==> src/rtl/gpio_atr_pkg.sv <==
package gpio_atr_pkg;

  typedef enum logic [1:0] {
    ST_IDLE = 2'd0,
    ST_RX   = 2'd1,
    ST_TX   = 2'd2,
    ST_FDX  = 2'd3
  } atrState_e;

  localparam int NUM_STATES = 4;
  localparam int NUM_REGS   = 6;

  // register offsets from the block base address
  localparam int OFS_IDLE   = 0;
  localparam int OFS_RX     = 1;
  localparam int OFS_TX     = 2;
  localparam int OFS_FDX    = 3;
  localparam int OFS_STATIC = 4;
  localparam int OFS_DIR    = 5;

  typedef struct packed {
    logic wrDir;
    logic wrStatic;
    logic wrFdx;
    logic wrTx;
    logic wrRx;
    logic wrIdle;
  } cfgStrobe_t;

endpackage

==> src/rtl/gpio_atr_ctrl.sv <==
module gpio_atr_ctrl
  import gpio_atr_pkg::*;
#(
  parameter int ADDR_W = 8,
  parameter logic [ADDR_W-1:0] BASE_ADDR = '0
) (
  input  logic              setStb,
  input  logic [ADDR_W-1:0] setAddr,
  input  logic              rxActive,
  input  logic              txActive,
  output cfgStrobe_t        strobes,
  output atrState_e         atrState
);

  logic [NUM_REGS-1:0] hit;

  for (genvar i = 0; i < NUM_REGS; i++) begin : g_dec
    localparam logic [ADDR_W-1:0] MY_ADDR = BASE_ADDR + ADDR_W'(i);
    assign hit[i] = setStb && (setAddr == MY_ADDR);
  end

  always_comb begin
    strobes.wrIdle   = hit[OFS_IDLE];
    strobes.wrRx     = hit[OFS_RX];
    strobes.wrTx     = hit[OFS_TX];
    strobes.wrFdx    = hit[OFS_FDX];
    strobes.wrStatic = hit[OFS_STATIC];
    strobes.wrDir    = hit[OFS_DIR];
  end

  always_comb begin
    unique case ({txActive, rxActive})
      2'b00:   atrState = ST_IDLE;
      2'b01:   atrState = ST_RX;
      2'b10:   atrState = ST_TX;
      default: atrState = ST_FDX;
    endcase
  end

endmodule

==> src/rtl/gpio_atr_dp.sv <==
module gpio_atr_dp
  import gpio_atr_pkg::*;
#(
  parameter int WIDTH = 32,
  parameter int SYNC_STAGES = 2
) (
  input  logic             clk,
  input  logic             rst,
  input  cfgStrobe_t       strobes,
  input  logic [WIDTH-1:0] setData,
  input  atrState_e        atrState,
  input  logic [WIDTH-1:0] padIn,
  output logic [WIDTH-1:0] padOut,
  output logic [WIDTH-1:0] padOe,
  output logic [WIDTH-1:0] rdData
);

  logic [NUM_STATES-1:0]            wrVal;
  logic [NUM_STATES-1:0][WIDTH-1:0] valArr;
  logic [WIDTH-1:0]                 staticMask;
  logic [WIDTH-1:0]                 dirMask;
  logic [WIDTH-1:0]                 outQ;
  logic [WIDTH-1:0]                 outNext;
  logic [SYNC_STAGES-1:0][WIDTH-1:0] syncQ;

  assign wrVal = {strobes.wrFdx, strobes.wrTx, strobes.wrRx, strobes.wrIdle};

  for (genvar s = 0; s < NUM_STATES; s++) begin : g_val
    logic [WIDTH-1:0] valQ;
    always_ff @(posedge clk) begin
      if (rst)           valQ <= '0;
      else if (wrVal[s]) valQ <= setData;
    end
    assign valArr[s] = valQ;
  end

  always_ff @(posedge clk) begin
    if (rst) begin
      staticMask <= '0;
      dirMask    <= '0;
    end else begin
      if (strobes.wrStatic) staticMask <= setData;
      if (strobes.wrDir)    dirMask    <= setData;
    end
  end

  always_comb begin
    outNext = (staticMask & valArr[ST_IDLE]) | (~staticMask & valArr[atrState]);
  end

  always_ff @(posedge clk) begin
    if (rst) outQ <= '0;
    else     outQ <= outNext;
  end

  for (genvar k = 0; k < SYNC_STAGES; k++) begin : g_sync
    always_ff @(posedge clk) begin
      if (rst)         syncQ[k] <= '0;
      else if (k == 0) syncQ[k] <= padIn;
      else             syncQ[k] <= syncQ[(k == 0) ? 0 : k-1];
    end
  end

  assign padOut = outQ;
  assign padOe  = dirMask;
  assign rdData = (dirMask & outQ) | (~dirMask & syncQ[SYNC_STAGES-1]);

endmodule

==> src/rtl/gpio_atr_bank.sv <==
module gpio_atr_bank
  import gpio_atr_pkg::*;
#(
  parameter int WIDTH = 32,
  parameter int ADDR_W = 8,
  parameter logic [ADDR_W-1:0] BASE_ADDR = '0
) (
  input  logic              clk,
  input  logic              rst,
  input  logic              setStb,
  input  logic [ADDR_W-1:0] setAddr,
  input  logic [WIDTH-1:0]  setData,
  input  logic              rxActive,
  input  logic              txActive,
  input  logic [WIDTH-1:0]  padIn,
  output logic [WIDTH-1:0]  padOut,
  output logic [WIDTH-1:0]  padOe,
  output logic [WIDTH-1:0]  rdData
);

  cfgStrobe_t strobes;
  atrState_e  atrState;

  gpio_atr_ctrl #(
    .ADDR_W   (ADDR_W),
    .BASE_ADDR(BASE_ADDR)
  ) u_ctrl (
    .setStb  (setStb),
    .setAddr (setAddr),
    .rxActive(rxActive),
    .txActive(txActive),
    .strobes (strobes),
    .atrState(atrState)
  );

  gpio_atr_dp #(
    .WIDTH      (WIDTH),
    .SYNC_STAGES(2)
  ) u_dp (
    .clk     (clk),
    .rst     (rst),
    .strobes (strobes),
    .setData (setData),
    .atrState(atrState),
    .padIn   (padIn),
    .padOut  (padOut),
    .padOe   (padOe),
    .rdData  (rdData)
  );

endmodule

==> config.mk <==
export PLATFORM = sky130hd
export DESIGN_NAME = gpio_atr_bank
export DESIGN_NICKNAME = d
export VERILOG_FILES = /design/src/rtl/gpio_atr_pkg.sv /design/src/rtl/gpio_atr_ctrl.sv /design/src/rtl/gpio_atr_dp.sv /design/src/rtl/gpio_atr_bank.sv
export SDC_FILE = /design/constraint.sdc
export NUM_CORES = 1
export LEC_CHECK = 0
export ABC_AREA = 1
export BUFFER_PORTS_ARGS = -buffer_cell sky130_fd_sc_hd__buf_2
export CORE_MARGIN = 2
export CORE_UTILIZATION = 52
export DETAILED_ROUTE_END_ITERATION = 7
export HOLD_SLACK_MARGIN = 0.1
export PLACE_DENSITY = 0.76
export SETUP_SLACK_MARGIN = 0.15
export SLEW_MARGIN = 20
export SYNTH_ARGS = -nofsm -noshare
export SYNTH_HDL_FRONTEND = slang
export SYNTH_SLANG_ARGS = --single-unit
export TNS_END_PERCENT = 5
==> constraint.sdc <==
create_clock -name clk -period 1.1 [get_ports clk]
set_input_delay 0.22 -clock clk [delete_from_list [all_inputs] [get_ports clk]]
set_output_delay 0.22 -clock clk [all_outputs]
set_load 0.03 [all_outputs]
==> impl_metrics.py, run 1 <==
metrics = {
    "detailed_routing": {
        "vias": 11630,
        "drc_errors": 0,
        "firstDrtPassIters": 7,
        "via_per_inst": 5.208,
        "wl_per_cell_um": 14.38,
        "drt-initial-drc-count": 847,
        "ant_nets": 0,
        "routed_wl_mm": 32.11,
    },
    "clocking": {
        "clock_latency_ns": 0.55,
        "ctsHtreeMaxLevel": 1,
        "clockRootBuffer": "clkbuf_16",
        "numCtsBuffers": 30,
        "clkSinkCount": 288,
        "clk_path_buf_depth": 3,
        "cts.clk_slew.worst_paths_ns": 0.07,
        "cts_tree": "built",
    },
    "grt": {
        "grt_usage_pct": 25.26,
        "grt_pass1_vias": 10679,
        "grt_max_degree": 57,
        "antenna_found_initial": 0,
        "grt_pass1_wl_mm": 51.78,
        "grt_overflow": 0,
    },
    "pwr": {
        "p_leak_nw": 7.085,
        "p_int_mw": 18.35,
        "p_sw_mw": 5.675,
        "switching_share_pct": 23.62,
        "power_density_nw_per_um2": 1448,
        "p_clk_share_pct": 45.5,
        "combPwrFrac_pct": 10.0,
        "vdd_drop_max_v": 0.001243,
        "p_total_mw": 24.03,
        "p_seq_share_pct": 44.5,
    },
    "placement": {
        "portBuffers": 172,
        "gp_congestion": 0.7799,
        "post-place-ws_ns": -0.2981,
        "hpwl_mm": 17.72,
    },
    "setup_path": {
        "required_ns": 0.88,
        "reg2reg_to": "u_dp.padOut[22]$_SDFF_PP0_",
        "cp.arrival_ns": 1.37,
        "worstSetupStartpoint": "u_dp.padOe[4]$_SDFFE_PP0P_",
        "reg2reg_slack_ns": 0.20,
        "r2r_cells": 2,
        "crit_path_end_kind": "output pin",
        "path_class": "register to output pin",
        "cp-start-kind": "register",
        "endpoint": "rdData[4]",
        "cp_max_fo": 2,
        "timing.rr.start": "u_dp.g_val[1].valQ[22]$_SDFFE_PP0P_",
    },
    "sta": {
        "setup_ws_ns": -0.4939,
        "fin_worst_skew_ns": 0.007013,
        "rsz0062_at_grt": "true",
        "min_period_over_period_pct": 144.9,
        "setup_violations": 96,
        "fin_tns_setup_ns": -26.45,
        "slew_viol_final": 0,
        "period_minus_slack_ns": 1.594,
        "worstMarginPinSlew_ns": 0.3299,
        "max_slew_margin_pct": 77.82,
        "hold_viol_final": 0,
        "fmax_mhz": 627.4,
    },
    "hold_path": {
        "hp-class": "input pin to register",
        "whs_path_depth": 5,
    },
    "status": {
        "status": "finished, violations left",
        "violations": "negative setup slack",
    },
    "synth": {
        "synth_edf_count": 0,
        "yosys-top-cells-count": "nor2_1 (291), dfxtp_1 (288), nand2_1 (257), nand3_1 (226), a21oi_1 (224)",
        "yosysMostFrequentCell": "nor2_1",
        "yosysTopAreaCellShare_pct": 47.21,
        "synth_fp_nets": 1733,
        "async_flop_share_pct": 0,
        "synth_warnings": 0,
        "syn_area_um2": 12210,
        "ys_seq_elements": 288,
        "syn_avg_cell_area_um2": 7.375,
        "synth_top_cells_by_area": "dfxtp_1 (47%), nand3_1 (9.3%), a21oi_1 (9.2%)",
        "ys_dominant_reg_cell": "dfxtp_1",
        "yosysTopAreaCell": "dfxtp_1",
        "seq_area_frac_synth_pct": 47.21,
        "syn_inst": 1656,
        "yosysUniqueCellTypes": 19,
    },
    "finish": {
        "finalNetCount": 1968,
        "drive_gt1_share_pct": 22.78,
        "postLayoutCoreUtil_pct": 71.35,
        "n_antenna_cell": 0,
        "area_growth_pct": 35.91,
    },
    "die": {
        "io-pin-count": 173,
        "die_h_um": 157.3,
        "row_count": 56,
        "core_um2": 23260,
        "fp.dieW_um": 157.3,
        "initial_core_util_pct": 52.50,
        "dieArea_um2": 24730,
    },
    "job": {
        "cap_violations": 0,
    },
}
-- layout by cell type (no fill, tap or decap), drive strengths merged --
cell type	Yosys	final
a21oi	224	224
buf	114	274
bufinv	0	2
clkbuf	19	48
clkinv	0	3
clkinvlp	0	1
dfxtp	288	288
dlygate4sd3	0	62
inv	135	136
mux2	32	32
nand2	258	258
nand3	226	226
nor2	296	296
o21ai	32	32
o31ai	32	32
-- per-layer routing --
layer / track usage, % / share of wire, % / up-vias
met5: 0 / 0 / -
met3: 3.607 / 5.7 / 79
met2: 44.27 / 49 / 384
met4: 7.359 / 2.6 / 0
li1: - / - / 5800
met1: 32.35 / 43 / 5367
-- through the flow --
step           instance area (um^2)  instances  hold WS, ns
4_1_cts                       16520       2232       0.1003
2_1_floorplan                 12360       1656       0.3270
3_5_place_dp                  13890       2092       0.3949
3_3_place_gp                  13890       2092       0.3885
6_report                      16600       2233       0.1302
5_1_grt                       16600       2233       0.1727
-- what timing repair did --
| action | CTS | global route |
|---|---|---|
| gates resized for setup | 242 | 24 |
| setup endpoints to repair | 96 | 97 |
| hold buffers | 62 | 0 |
| pin swaps | 0 | 0 |
| setup buffers | 23 | 1 |
| hold endpoints to repair | 153 | 0 |
| gates cloned | 0 | 0 |
-- final cells by class --
cell class	count	area, um^2
clock buffers	48	1012
flip-flops and latches	288	5881
inverters	135	511.7
well taps	319	399.1
fillers	1757	6664
multi-input cells	1100	5280
clock inverters	7	88.84
repair buffers	336	3426
-- worst min path at each step --
stage,startpoint,endpoint
after floorplan,padIn[0],u_dp.syncQ[0]$_SDFF_PP0_
after detailed placement,u_dp.syncQ[4]$_SDFF_PP0_,u_dp.syncQ[36]$_SDFF_PP0_
after global routing,setData[19],u_dp.g_val[0].valQ[19]$_SDFFE_PP0P_
after CTS,setData[19],u_dp.g_val[0].valQ[19]$_SDFFE_PP0P_
after global placement,u_dp.syncQ[10]$_SDFF_PP0_,u_dp.syncQ[42]$_SDFF_PP0_
final,setData[2],u_dp.padOe[2]$_SDFFE_PP0P_
-- registers in the layout, indices dropped and copies added (netlist names) --
name / flops
u_dp.g_val.valQ: 128
u_dp.padOe: 32
u_dp.padOut: 32
u_dp.staticMask: 32
u_dp.syncQ: 64
-- cells by family after synthesis --
family	count (synthesis)	share of synthesized area, %
DFF	288	47.21
and+or+nand+nor	780	26.45
AOI/OAI and AO/OA	288	12.46
muxes	32	2.951
buffers and inverters	268	10.93
-- power groups by stage --
stage	logic, mW	registers (mW)	clock network, mW
after global placement	1.98	10.9	0
final	2.40	10.7	10.9
after CTS	2.35	10.7	11.1
after floorplan	1.13	11.0	0
after detailed placement	2.01	10.9	0
after global routing	2.60	10.7	11.5
-- worst max-delay path, stage by stage (launching register included) --
cell and delay (ns):
dfxtp_2 0.35, mux2_4 0.32, buf_6 0.15
(Power assumes the default switching activity.)
==> run 2: changes to the inputs <==
--- a/config.mk
+++ b/config.mk
@@ -8,10 +8,9 @@
 export ABC_AREA = 1
 export BUFFER_PORTS_ARGS = -buffer_cell sky130_fd_sc_hd__buf_2
 export CORE_MARGIN = 2
-export CORE_UTILIZATION = 52
+export CORE_UTILIZATION = 40
 export DETAILED_ROUTE_END_ITERATION = 7
 export HOLD_SLACK_MARGIN = 0.1
-export PLACE_DENSITY = 0.76
 export SETUP_SLACK_MARGIN = 0.15
 export SLEW_MARGIN = 20
 export SYNTH_ARGS = -nofsm -noshare
==> impl_metrics.py, run 2 (synthesized netlist as in run 1, its figures left out) <==
metrics = {
    "status": {
        "status": "finished, violations left",
        "violations": "negative setup slack",
    },
    "grt": {
        "grt_pass1_wl_mm": 51.47,
        "antenna_found_initial": 0,
        "top_usage_layer": "met2",
        "grt_max_degree": 69,
        "use_met2_pct": 32.42,
        "met1_usage_pct": 26.49,
        "grt_pass1_vias": 10511,
        "grtUsageMet3_pct": 2.417,
        "grt_usage_pct": 19.23,
        "grt_overflow": 0,
    },
    "clocking": {
        "clockRootBuffer": "clkbuf_16",
        "cts_tree": "built",
        "cts.clk_slew.worst_paths_ns": 0.06,
        "clkSinkCount": 288,
        "clock_latency_ns": 0.55,
        "numCtsBuffers": 31,
        "clk_path_buf_depth": 3,
        "ctsHtreeMaxLevel": 1,
    },
    "finish": {
        "layout.cells.most_common": "nor2_1",
        "reg_top3": "u_dp.g_val.valQ (128), u_dp.syncQ (64)",
        "finalNetCount": 1972,
        "postLayoutCoreUtil_pct": 55.48,
        "n_antenna_cell": 0,
        "stdcell_area_um2": 16580,
        "fill_cells": 2737,
        "area_growth_pct": 35.72,
        "drive_gt1_share_pct": 22.67,
        "regMostFlops": "u_dp.g_val.valQ",
        "largest_register_ffs": 128,
        "mostFrequentLayoutCells": "nor2_1 (288), nand2_1 (257), nand3_1 (225), a21oi_1 (224), dfxtp_1 (224)",
    },
    "detailed_routing": {
        "drt-initial-drc-count": 695,
        "via_per_inst": 4.878,
        "ant_nets": 0,
        "firstDrtPassIters": 5,
        "routed_wl_mm": 30.97,
        "vias": 11263,
        "wl_per_cell_um": 13.41,
        "drc_errors": 0,
    },
    "die": {
        "core_um2": 29870,
        "initial_core_util_pct": 40.88,
        "die_h_um": 178.7,
        "row_count": 63,
        "fp.dieW_um": 178.7,
        "dieArea_um2": 31950,
        "io-pin-count": 173,
    },
    "sta": {
        "setup_violations": 96,
        "worstMarginPinSlew_ns": 0.3237,
        "fin_tns_setup_ns": -26.35,
        "fin_worst_skew_ns": 0.008044,
        "setup_ws_ns": -0.4686,
        "whs_ns": 0.1118,
        "hold_viol_final": 0,
        "max_slew_margin_pct": 78.24,
        "fmax_mhz": 637.5,
        "period_minus_slack_ns": 1.569,
        "min_period_over_period_pct": 142.6,
        "slew_viol_final": 0,
        "rsz0062_at_grt": "true",
    },
    "hold_path": {
        "hp-class": "input pin to register",
    },
    "placement": {
        "portBuffers": 172,
        "hpwl_mm": 18.53,
        "gp_congestion": 0.7252,
        "placed_area_um2": 13930,
    },
    "setup_path": {
        "slowest_stage": "dfxtp_4",
        "cp-start-kind": "register",
        "slowest_delay_ns": 0.36,
        "path_cells": "mux2_4 -> buf_6",
        "crit_path_end_kind": "output pin",
        "required_ns": 0.88,
        "path_class": "register to output pin",
        "crit_family": "flip-flops",
        "cp_max_fo": 2,
        "cp.arrival_ns": 1.35,
        "crit_buf_inv": 1,
    },
    "pwr": {
        "power_density_nw_per_um2": 1424,
        "p_leak_nw": 7.036,
        "combPwrFrac_pct": 10.0,
        "p_clk_share_pct": 44.7,
        "p_seq_share_pct": 45.3,
        "switching_share_pct": 23.98,
        "p_sw_mw": 5.659,
        "vdd_drop_max_v": 0.001202,
        "p_int_mw": 17.94,
    },
    "job": {
        "cap_violations": 0,
    },
}
run 2: cell types whose count changed in the layout (fill, tap and decap cells not counted), moves of 2 or more:
cell,delta
clkbuf_1,+8
clkinv_4,+2
dfxtp_2,+2
clkinvlp_4,+2
buf_4,+10
buf_12,-6
clkbuf_8,-11
dfxtp_4,-2
run 2: cell type report:
class                      instances  area, um^2  share of cell area, %
clock buffer                      45       890.9                  5.374
clock inverter                    12       153.9                 0.9284
inverter                         135       511.7                  3.087
multi-input combinational       1100        5285                  31.88
sequential                       288        5876                  35.45
tap                              390       488.0                  2.944
timing repair buffer             339        3371                  20.34
run 2: per-stage QoR:
| stage | setup WS, ns | instances | power, mW |
|---|---|---|---|
| 2_1_floorplan | 0.003687 | 1656 | 12.12 |
| 3_3_place_gp | -0.3014 | 2167 | 12.90 |
| 3_5_place_dp | -0.3220 | 2167 | 12.92 |
| 4_1_cts | -0.4821 | 2304 | 23.88 |
| 5_1_grt | -0.5052 | 2309 | 24.56 |
| 6_report | -0.4686 | 2309 | 23.60 |
run 2: power by group through the flow:
stage,Combinational [mW],Sequential [mW],Clock [mW]
after detailed placement,2.03,10.9,0
final,2.36,10.7,10.6
after global placement,2.01,10.9,0
after CTS,2.36,10.7,10.8
after floorplan,1.13,11.0,0
after global routing,2.60,10.7,11.3
run 2: final timing paths:
| check | start | endpoint | slack, ns | cells after the start |
|---|---|---|---|---|
| setup / recovery | u_dp.padOe[19]$_SDFFE_PP0P_ | rdData[19] | -0.47 | 2 |
| hold / removal | setData[30] | u_dp.g_val[0].valQ[30]$_SDFFE_PP0P_ | 0.11 | 5 |
| setup reg to reg | u_dp.g_val[1].valQ[20]$_SDFFE_PP0P_ | u_dp.padOut[20]$_SDFF_PP0_ | 0.20 | 2 |
| hold reg to reg | u_dp.syncQ[23]$_SDFF_PP0_ | u_dp.syncQ[55]$_SDFF_PP0_ | 0.40 | 2 |
run 2: worst reg2reg max path: stages (launching register included):
cell and delay (ns):
dfxtp_1 0.31, o31ai_1 0.34, a21oi_1 0.12
run 2: per-layer routing:
layer	vias to the layer above	share of wire (%)
met5	-	0
met4	0	1.7
met2	246	47
li1	5824	-
met3	33	3.8
met1	5160	48
run 2: what timing repair did:
item / CTS / global route
hold buffers: 61 / 0
pin swaps: 0 / 0
endpoints found under the hold margin: 177 / 0
resized for setup: 242 / 23
buffers inserted: 19 / 5
endpoints found under the setup margin: 96 / 98
==> run 3: changes to the inputs <==
--- a/config.mk
+++ b/config.mk
@@ -11,7 +11,7 @@
 export CORE_UTILIZATION = 40
 export DETAILED_ROUTE_END_ITERATION = 7
 export HOLD_SLACK_MARGIN = 0.1
-export SETUP_SLACK_MARGIN = 0.15
+export SETUP_SLACK_MARGIN = 0.3
 export SLEW_MARGIN = 20
 export SYNTH_ARGS = -nofsm -noshare
 export SYNTH_HDL_FRONTEND = slang
==> impl_metrics.py, run 3 (synthesized netlist as in run 1, its figures left out) <==
metrics = {
    "status": {
        "status": "finished, violations left",
        "violations": "negative setup slack",
    },
    "setup_path": {
        "cp_max_fo": 2,
        "reg2reg_slack_ns": 0.23,
        "cp.arrival_ns": 1.35,
        "cp-start-kind": "register",
        "crit_path_end_kind": "output pin",
        "path_class": "register to output pin",
        "required_ns": 0.88,
    },
    "finish": {
        "postLayoutCoreUtil_pct": 60.73,
        "regMostFlops": "u_dp.g_val.valQ",
        "layout.cells.most_common": "nor2_1",
        "largest_register_ffs": 128,
        "finalNetCount": 1981,
        "reg_top3": "u_dp.g_val.valQ (128), u_dp.syncQ (64)",
        "area_growth_pct": 48.56,
        "mostFrequentLayoutCells": "nor2_1 (284), nand2_1 (222), a21oi_1 (207), dfxtp_1 (158), nand3_2 (154)",
        "drive_gt1_share_pct": 40.48,
        "n_antenna_cell": 0,
        "stdcell_area_um2": 18140,
    },
    "sta": {
        "worstMarginPinSlew_ns": 0.3922,
        "period_minus_slack_ns": 1.572,
        "min_period_over_period_pct": 142.9,
        "setup_violations": 96,
        "setup_ws_ns": -0.4720,
        "hold_viol_final": 0,
        "slew_viol_final": 0,
        "fmax_mhz": 636.1,
        "fin_tns_setup_ns": -26.48,
        "rsz0062_at_grt": "true",
        "max_slew_margin_pct": 73.83,
        "fin_worst_skew_ns": 0.01438,
    },
    "placement": {
        "post-place-ws_ns": -0.2689,
        "hpwl_mm": 18.68,
        "portBuffers": 172,
        "gp_congestion": 0.7198,
        "placed_area_um2": 14070,
    },
    "die": {
        "die_h_um": 178.7,
        "dieArea_um2": 31950,
        "row_count": 63,
        "fp.dieW_um": 178.7,
        "core_um2": 29870,
        "io-pin-count": 173,
        "initial_core_util_pct": 40.88,
    },
    "grt": {
        "grt_usage_pct": 18.96,
        "grt_pass1_vias": 10224,
        "grt_pass1_wl_mm": 50.72,
        "grt_overflow": 0,
        "antenna_found_initial": 0,
        "grt_max_degree": 72,
    },
    "pwr": {
        "vdd_drop_max_v": 0.001264,
        "power_density_nw_per_um2": 1317,
        "p_leak_nw": 7.393,
        "p_total_mw": 23.90,
    },
    "clocking": {
        "ctsHtreeMaxLevel": 1,
        "clk_path_buf_depth": 3,
        "cts.clk_slew.worst_paths_ns": 0.06,
        "numCtsBuffers": 31,
        "clock_latency_ns": 0.55,
        "cts_tree": "built",
        "clkSinkCount": 288,
        "clockRootBuffer": "clkbuf_16",
    },
    "detailed_routing": {
        "vias": 11410,
        "drt-initial-drc-count": 505,
        "routed_wl_mm": 32.38,
        "highest_layer": "met4",
        "drc_errors": 0,
        "firstDrtPassIters": 5,
        "met2_length_mm": 15.37,
        "ant_nets": 0,
        "met1_length_mm": 15.21,
        "wl_per_cell_um": 13.97,
        "dr_wl_met3_mm": 1.383,
        "via_per_inst": 4.924,
    },
    "job": {
        "cap_violations": 0,
    },
    "hold_path": {
        "hp-class": "input pin to register",
    },
}
[run 3: cell count changes in the layout (fill, tap and decap cells not counted), sizes merged]
| cell | delta |
|---|---|
| buf | +12 |
| dlygate4sd3 | -7 |
| clkinv | +3 |
| dlymetal6s4s | +3 |
| clkbuf | -2 |
| inv | -2 |
| bufinv | +1 |
[run 3: critical path: stages, from the launching register on]
cell     delay, ns
dfxtp_2       0.35
mux2_4        0.30
buf_6         0.14
[run 3: final timing paths]
path                                                            end                         from  cells past startpoint
worst max-delay path                                     rdData[31]  u_dp.padOe[31]$_SDFFE_PP0P_                      2
worst min-delay path            u_dp.g_val[0].valQ[11]$_SDFFE_PP0P_                  setData[11]                      5
worst max register to register           u_dp.padOe[4]$_SDFFE_PP0P_   u_dp.padOe[4]$_SDFFE_PP0P_                      4
worst min register to register            u_dp.syncQ[52]$_SDFF_PP0_    u_dp.syncQ[20]$_SDFF_PP0_                      2
[run 3: power by group]
group	switching [mW]	internal, mW
sequential	0.0853	10.6
combinational	1.56	1.11
clock	4.20	6.35
total	5.85	18.1
[run 3: through the flow]
step	hold slack [ns]	instances
after floorplan	0.3270	1656
after global placement	0.3882	2177
after detailed placement	0.3917	2177
after CTS	0.07982	2307
after global routing	0.1316	2317
final	0.08822	2317
[run 3: area by class of cell]
| type | instances | area, um^2 |
|---|---|---|
| clock buffers | 42 | 857.1 |
| clock inverters | 14 | 171.4 |
| well taps | 390 | 488.0 |
| flip-flops and latches | 288 | 5966 |
| repair buffers | 348 | 3590 |
| inverters | 135 | 525.5 |
| fillers | 2623 | 11730 |
| multi-input cells | 1100 | 6546 |
[run 3: repair_timing]
action                                  in CTS  in global routing
cloned                                       0                  0
pin swaps                                   39                216
resized for setup                          303                347
hold endpoints to repair                   168                  0
endpoints found under the setup margin     120                307
setup buffers                               17                 10
hold buffers                                57                  0
[run 3: per-layer routing]
metal	GRT usage, %	up-vias
met5	0	-
met4	3.455	0
met3	3.011	32
met2	31.71	213
met1	26.06	5317
li1	-	5848
